`src/rtl/pulse_timer.sv`:
```
module pulse_timer #(
  parameter int CNT_W = 16,
  parameter int DIV_W = 3,
  parameter int AW    = 8
) (
  input  logic          clk,
  input  logic          rst_n,
  input  logic          bus_sel,
  input  logic          bus_wr,
  input  logic [AW-1:0] bus_addr,
  input  logic [31:0]   bus_wdata,
  output logic [31:0]   bus_rdata,
  input  logic          cap_in,
  output logic          pwm_out,
  output logic          irq
);
  localparam int PW = (1 << DIV_W) - 1;
  localparam logic [AW-1:0] A_CNT = AW'(8'h00);
  localparam logic [AW-1:0] A_HI  = AW'(8'h04);
  localparam logic [AW-1:0] A_LO  = AW'(8'h08);
  localparam logic [AW-1:0] A_CTL = AW'(8'h0C);
  localparam logic [AW-1:0] A_ISR = AW'(8'h10);
  localparam logic [AW-1:0] A_IER = AW'(8'h14);

  logic             en, dpol, ipol, scale, ier, flag, pol;
  logic [1:0]       mode;
  logic [DIV_W-1:0] div;
  logic [CNT_W-1:0] cnt, hi_r, lo_r;
  logic [PW-1:0]    pre, pre_lim;
  logic             s1, s2, s3;

  wire wr      = bus_sel & bus_wr;
  wire pwm_md  = ~mode[1];
  wire cap_md  = (mode == 2'b10);
  wire cap_ev  = en & cap_md & (s2 ^ s3);
  wire wrap    = ({1'b0, cnt} + 1'b1) >= {1'b0, hi_r};

  assign pre_lim = ~({PW{1'b1}} << div);
  wire tick = ~scale | (pre == pre_lim);

  always_ff @(posedge clk or negedge rst_n) begin
    if (!rst_n) begin
      {s1, s2, s3} <= '0;
      {en, dpol, ipol, scale, ier, flag, pol} <= '0;
      mode <= '0;
      div  <= '0;
      cnt  <= '0;
      hi_r <= '0;
      lo_r <= '0;
      pre  <= '0;
    end else begin
      s1 <= cap_in;
      s2 <= s1;
      s3 <= s2;
      pre <= (!en || tick) ? '0 : pre + 1'b1;
      if (en) begin
        if (pwm_md && tick) begin
          if (wrap) begin
            cnt <= '0;
            if (mode == 2'b00) en <= 1'b0;
          end else cnt <= cnt + 1'b1;
        end else if (cap_ev) cnt <= '0;
        else if (cap_md && tick && cnt != '1) cnt <= cnt + 1'b1;
      end
      if (wr && bus_addr == A_CTL) begin
        en    <= bus_wdata[0];
        mode  <= bus_wdata[2:1];
        dpol  <= bus_wdata[3];
        ipol  <= bus_wdata[4];
        scale <= bus_wdata[9];
        div   <= bus_wdata[12 +: DIV_W];
      end
      if (wr && bus_addr == A_HI) hi_r <= bus_wdata[CNT_W-1:0];
      if (cap_ev && s3)          hi_r <= cnt;
      if (wr && bus_addr == A_LO) lo_r <= bus_wdata[CNT_W-1:0];
      if (cap_ev && !s3)         lo_r <= cnt;
      if (wr && bus_addr == A_IER) ier <= bus_wdata[0];
      if (wr && bus_addr == A_ISR && bus_wdata[0]) flag <= 1'b0;
      if (cap_ev) begin
        flag <= 1'b1;
        pol  <= s2;
      end
    end
  end

  always_comb begin
    bus_rdata = '0;
    case (bus_addr)
      A_CNT: bus_rdata[CNT_W-1:0] = cnt;
      A_HI:  bus_rdata[CNT_W-1:0] = hi_r;
      A_LO:  bus_rdata[CNT_W-1:0] = lo_r;
      A_CTL: begin
        bus_rdata[0]   = en;
        bus_rdata[2:1] = mode;
        bus_rdata[3]   = dpol;
        bus_rdata[4]   = ipol;
        bus_rdata[9]   = scale;
        bus_rdata[12 +: DIV_W] = div;
      end
      A_ISR: begin
        bus_rdata[0] = flag;
        bus_rdata[8] = pol;
      end
      A_IER: bus_rdata[0] = ier;
      default: bus_rdata = '0;
    endcase
  end

  assign pwm_out = (en && pwm_md) ? ((cnt < lo_r) ? dpol : ~dpol) : ipol;
  assign irq     = flag & ier;
endmodule

```
`config.mk`:
```
export PLATFORM = sky130hd
export DESIGN_NAME = pulse_timer
export DESIGN_NICKNAME = d
export VERILOG_FILES = /design/src/rtl/pulse_timer.sv
export SDC_FILE = /design/constraint.sdc
export NUM_CORES = 1
export LEC_CHECK = 0
export BUFFER_PORTS_ARGS = -buffer_cell sky130_fd_sc_hd__buf_2
export CAP_MARGIN = 0
export CORE_MARGIN = 3
export CORE_UTILIZATION = 45
export CTS_BUF_LIST = sky130_fd_sc_hd__clkbuf_2
export DETAILED_ROUTE_END_ITERATION = 8
export GPL_TIMING_DRIVEN = 0
export MAX_ROUTING_LAYER = met4
export PLACE_DENSITY = 0.7
export SLEW_MARGIN = 20
export SYNTH_ARGS = -nofsm -noshare
export SYNTH_HDL_FRONTEND = slang
export SYNTH_SLANG_ARGS = --single-unit
```
`constraint.sdc`:
```
create_clock -name clk -period 4.6 [get_ports clk]
set_input_delay 0 -clock clk [delete_from_list [all_inputs] [get_ports clk]]
set_output_delay 0 -clock clk [all_outputs]
set_load 0.01 [all_outputs]
```
# After elaboration in Yosys (flattened, before gate mapping)
# Cells that the tools add are included.
# op_classes
n_bitwise	10
n_reduce_logical	22
n_shift	1
add_sub_neg	3
eq_ne	8
order_cmp	2
muxes	26
# ops
op	count
16-bit two-way mux	8
16-bit by 1-bit adder with 17-bit output, second input constant	1
17-bit by 16-bit >= comparator with 1-bit output	1
16-bit by 1-bit adder with 16-bit output, second input constant	1
8-bit by 4-bit equality test with 1-bit output, second input constant	2
8-bit by 5-bit equality test with 1-bit output, second input constant	2
16-bit less-than comparator	1
16-bit inequality test, second input constant	1
4-bit case mux with 4 select lines	1
1-bit logical AND	12
3-bit case mux with 4 select lines	1
1-bit two-way mux	9
3-bit case mux with 3 select lines	1
8-bit by 3-bit equality test with 1-bit output, second input constant	1
8-bit logical NOT	1
1-bit case mux with 4 select lines	2
7-bit by 1-bit adder with 7-bit output, second input constant	1
7-bit equality test	1
7-bit two-way mux	1
7-bit inverter	1
7-bit by 3-bit left shift with 7-bit output, first input constant	1
1-bit case mux with 6 select lines	1
2-bit case mux with 3 select lines	1
2-bit nonzero test	3
other kinds (11)	17
# word_totals
register_bits	70
elab_cells	88
output_inout_bits	34

# Logic depth before layout (Yosys ltp)
# depth
depth_word	9
depth_mapped	17

# Worst setup path before layout
# OpenSTA, ideal clock, no wires.
# synth_path
path_kind	register -> register
startpoint	register cnt[0]
endpoint	register cnt[6]
setup_slack_ps	1302
required_ps	4513
arrival_ps	3211
path_stages_with_launch	16
period_less_slack_ps	3298
setup_time_ps	87
path_buffers	2
cell_sequence	dfrtp_1 ha_1 nand3_1 or2_2 clkbuf_1 nor2_1 xor2_1 ha_1 a21oi_1 o21ai_0 o31ai_1 o21ai_0 nor3b_4 buf_8 o211ai_1 o211ai_1
# synth_via
elab_chain_len	4
# synth_rtl
element	line_no	source
start: declaration	28	logic [CNT_W-1:0] cnt, hi_r, lo_r;
start signal: assignment	61	end else cnt <= cnt + 1'b1;
start signal: assignment	63	else if (cap_md && tick && cnt != '1) cnt <= cnt + 1'b1;
16-bit by 1-bit adder with 17-bit output (tied with other cells)	36	wire wrap = ({1'b0, cnt} + 1'b1) >= {1'b0, hi_r};
17-bit by 16-bit >= comparator with 1-bit output (tied with other cells)	36	
16-bit two-way mux (tied with other cells)	58	if (wrap) begin
16-bit two-way mux or 2-bit AND reduction (tied branches)	--	
# Several ways; a longest one is shown, not always the timed one. The select of a mux whose other input is x is not followed.
# A chain may end at the register's enable or synchronous reset.

# Worst setup path in the final report
# layout_path
startpoint	register cnt[0]
endpoint	register cnt[2]
# Same word-level chain as after synthesis.

==> metrics <==
outcome=finished clean; Overall Global Routing Usage=0.239; Final Non-Filler Cells=798; YS warnings=0; Tcrit/Tclk final=0.875; RSZ-0062 raised after global routing=no; Die W=110 microns; # diodes=0; Worst-Margin Slew=907 ps; Cell variety after synth=55; Final Util=0.551; worst min path class=in -> reg; cts hold-fix bufs=24; Slew HR=0.391; starting density of the core=0.470; wire length per cell=17.7 microns; antenna violations before repair=0; Layout Nets=735; CTS buffer count=9; H-tree Lvls=3; HPWL Detailed=10,300 microns; Max Slew Vio Count=0; final setup skew=21.0 ps; final RePlAce weighted congestion=0.954; Max Clock Freq=248 MHz; CP required=5050 ps; P&R area growth vs syn=17.3%; number of vias per cell=5.72; CTS tree=done; Synth Flop Type=dfrtp_1; Final WS setup=574 ps; post_cts resized=0; buffers added on ports=46; DRC errors left=0; share of layout cells above drive strength 1=0.180; antenna viol nets, final=0; remaining global-route overflow=0; Final Hold Fails=0; Mean Syn Cell Area=8.79 sq um; Final Setup Violations=0; Post-synth ARST share=1.00; Post-Syn Instances=559; critical-path maximum fanout=10; CTS Sinks=70; CP Capture Type=register; Global Route met2 Usage=0.379; global routing's busiest layer=met2; post-route minimum period=4030 ps; Place WS=659 ps; VDD IR max=0.000105 V; row cnt=37; final wirelength=14,100 microns; via count=4,562; post-synthesis sequential area ratio=0.357; Core Region=10,500 sq um; GR Util met1=0.311; EDFF count, synth=0; I/O Pins=79; Fin Setup TNS=0 ps; element type at the critical path start=register; largest net degree at the start of global routing=41; vias in the first global route=4,348; Die Height=110 microns; number of synthesized register bits=70; critical path class=reg -> reg; global routing met3 resource utilization=0.0405; DR pass1 iterations=6; PwrDens=208 nW/um^2; Max Cap Viol=0; leakage power total=2.68 nW; Inst Count DP=757; Reg clk slew, reported paths=220 ps; Mapped Area=4910 sq um; DRT iter0 DRCs=419; worst endpoint data arrival time=4470 ps; post-CTS setup buffers=0; Clock Latency Late Sink=540 ps; CTS Buffer Depth=2; clock root cell=clkbuf_2; die area=12,200 sq um; first-pass GRT wire length=22,900 microns
==> routing by layer <==
layer | vias to the layer above | wire length (microns) | share of wire
met5 | - | 0 | 0
li1 | 2147 | - | -
met1 | 2199 | 6140 | 0.43
met2 | 196 | 6800 | 0.48
met3 | 20 | 938 | 0.066
met4 | 0 | 265 | 0.019
==> cell families (layout without fill, tap and decap cells) <==
logic type                 Yosys count  count (layout)  synth area share
and+or+nand+nor                    170             170             0.166
AOI/OAI and AO/OA                  130             130             0.183
buffers and inverters               95             183            0.0901
DFF                                 70              70             0.357
muxes                               41              41            0.0856
adders and majority gates           33              33            0.0840
xor gates and xnor gates            19              19            0.0339
other                                1              16          0.000763
==> registers in the layout, summed over array words and instances, names as in the netlist <==
name,count
cnt,16
hi_r,16
lo_r,16
pre,7
div,3
mode,2
dpol,1
en,1
flag,1
ier,1
ipol,1
pol,1
s1,1
s2,1
s3,1
scale,1
==> where the power goes <==
group / total, mW / leakage, nW / internal (mW) / switching (mW)
clock: 0.363 / 0.0691 / 0.122 / 0.242
combinational: 0.192 / 1.65 / 0.0803 / 0.112
sequential: 0.644 / 0.961 / 0.631 / 0.0135
total: 1.20 / 2.68 / 0.832 / 0.367
==> cell usage after synthesis, types with 2 or more instances <==
| cell | n | share of area |
|---|---|---|
| o311ai_2 | 2 | 0.0066 |
| xnor2_1 | 10 | 0.018 |
| o21ai_1 | 5 | 0.0051 |
| nor3_1 | 6 | 0.0061 |
| and2_1 | 2 | 0.0025 |
| inv_1 | 46 | 0.035 |
| nand4_1 | 12 | 0.015 |
| a21oi_1 | 27 | 0.028 |
| nor3b_1 | 2 | 0.0031 |
| xor2_1 | 9 | 0.016 |
| a222oi_1 | 16 | 0.033 |
| dfrtp_1 | 70 | 0.36 |
| buf_2 | 9 | 0.0092 |
| a31oi_1 | 2 | 0.0025 |
| ha_1 | 33 | 0.084 |
| and3_1 | 3 | 0.0038 |
| o21ai_2 | 11 | 0.020 |
| o31ai_1 | 3 | 0.0046 |
| a21o_1 | 8 | 0.012 |
| mux2_2 | 8 | 0.018 |
| o21ai_0 | 34 | 0.035 |
| and4_1 | 2 | 0.0036 |
| nand2b_1 | 5 | 0.0064 |
| a211oi_1 | 3 | 0.0046 |
| o2111ai_1 | 2 | 0.0036 |
| o211ai_1 | 7 | 0.011 |
| nand3_1 | 17 | 0.017 |
| nor2_1 | 38 | 0.029 |
| mux2i_1 | 33 | 0.067 |
| nor4_1 | 4 | 0.0051 |
| buf_4 | 17 | 0.026 |
| nand2_1 | 68 | 0.052 |
| clkbuf_1 | 22 | 0.017 |
| or3_1 | 2 | 0.0025 |
==> cells in the final DEF (no fill, tap or decap), types with 12 or more instances in the layout <==
cell type      count
dfrtp_1           70
buf_4             18
buf_2             54
dlygate4sd3_1     24
a21oi_1           27
clkbuf_1          22
ha_1              33
a222oi_1          16
conb_1            16
nand3_1           17
nand4_1           12
nand2_1           68
o21ai_0           34
inv_1             46
nor2_1            38
mux2i_1           33
==> metrics by stage <==
| stage | hold WS, ps | instance area [sq um] | power (mW) |
|---|---|---|---|
| after floorplan | -296 | 4970 | 0.762 |
| after global placement | 109 | 5370 | 0.821 |
| after detailed placement | -30.4 | 5390 | 0.827 |
| after CTS | 14.7 | 5750 | 1.20 |
| after global routing | 29.8 | 5760 | 1.26 |
| final | 68.2 | 5760 | 1.20 |
==> layout make-up <==
| class | instances | area, sq um |
|---|---|---|
| buffer | 49 | 270 |
| timing repair buffer | 72 | 513 |
| sequential | 70 | 1750 |
| tap | 136 | 170 |
| multi-input combinational | 409 | 2780 |
| clock buffer | 9 | 45.0 |
| inverter | 46 | 173 |
| clock inverter | 7 | 65.1 |
| fill | 1007 | 4700 |
==> final timing paths <==
check                                       to  slack, ps  cells past startpoint               start
max                         cnt[2]$_DFFE_PN0P_        570                     14  cnt[0]$_DFFE_PN0P_
min                               s1$_DFF_PN0_         70                      2              cap_in
max reg2reg                 cnt[2]$_DFFE_PN0P_        570                     14  cnt[0]$_DFFE_PN0P_
min reg2reg                       s2$_DFF_PN0_        380                      0        s1$_DFF_PN0_
max in group asynchronous     pre[1]$_DFF_PN0_       3870                      4               rst_n
min in group asynchronous  hi_r[8]$_DFFE_PN0P_        500                      4               rst_n
==> critical path, cell delays in order (launching register included) <==
cell and delay [ps]:
dfrtp_1 590, ha_1 320, nand3_1 190, or2_2 330, clkbuf_1 190, nor2_1 140
xor2_1 230, ha_1 300, a21oi_1 180, o21ai_0 160, o31ai_1 240, o21ai_0 190
nor3b_4 400, nor2_2 180, o311ai_2 310
Power figures use the tool's default switching activity.
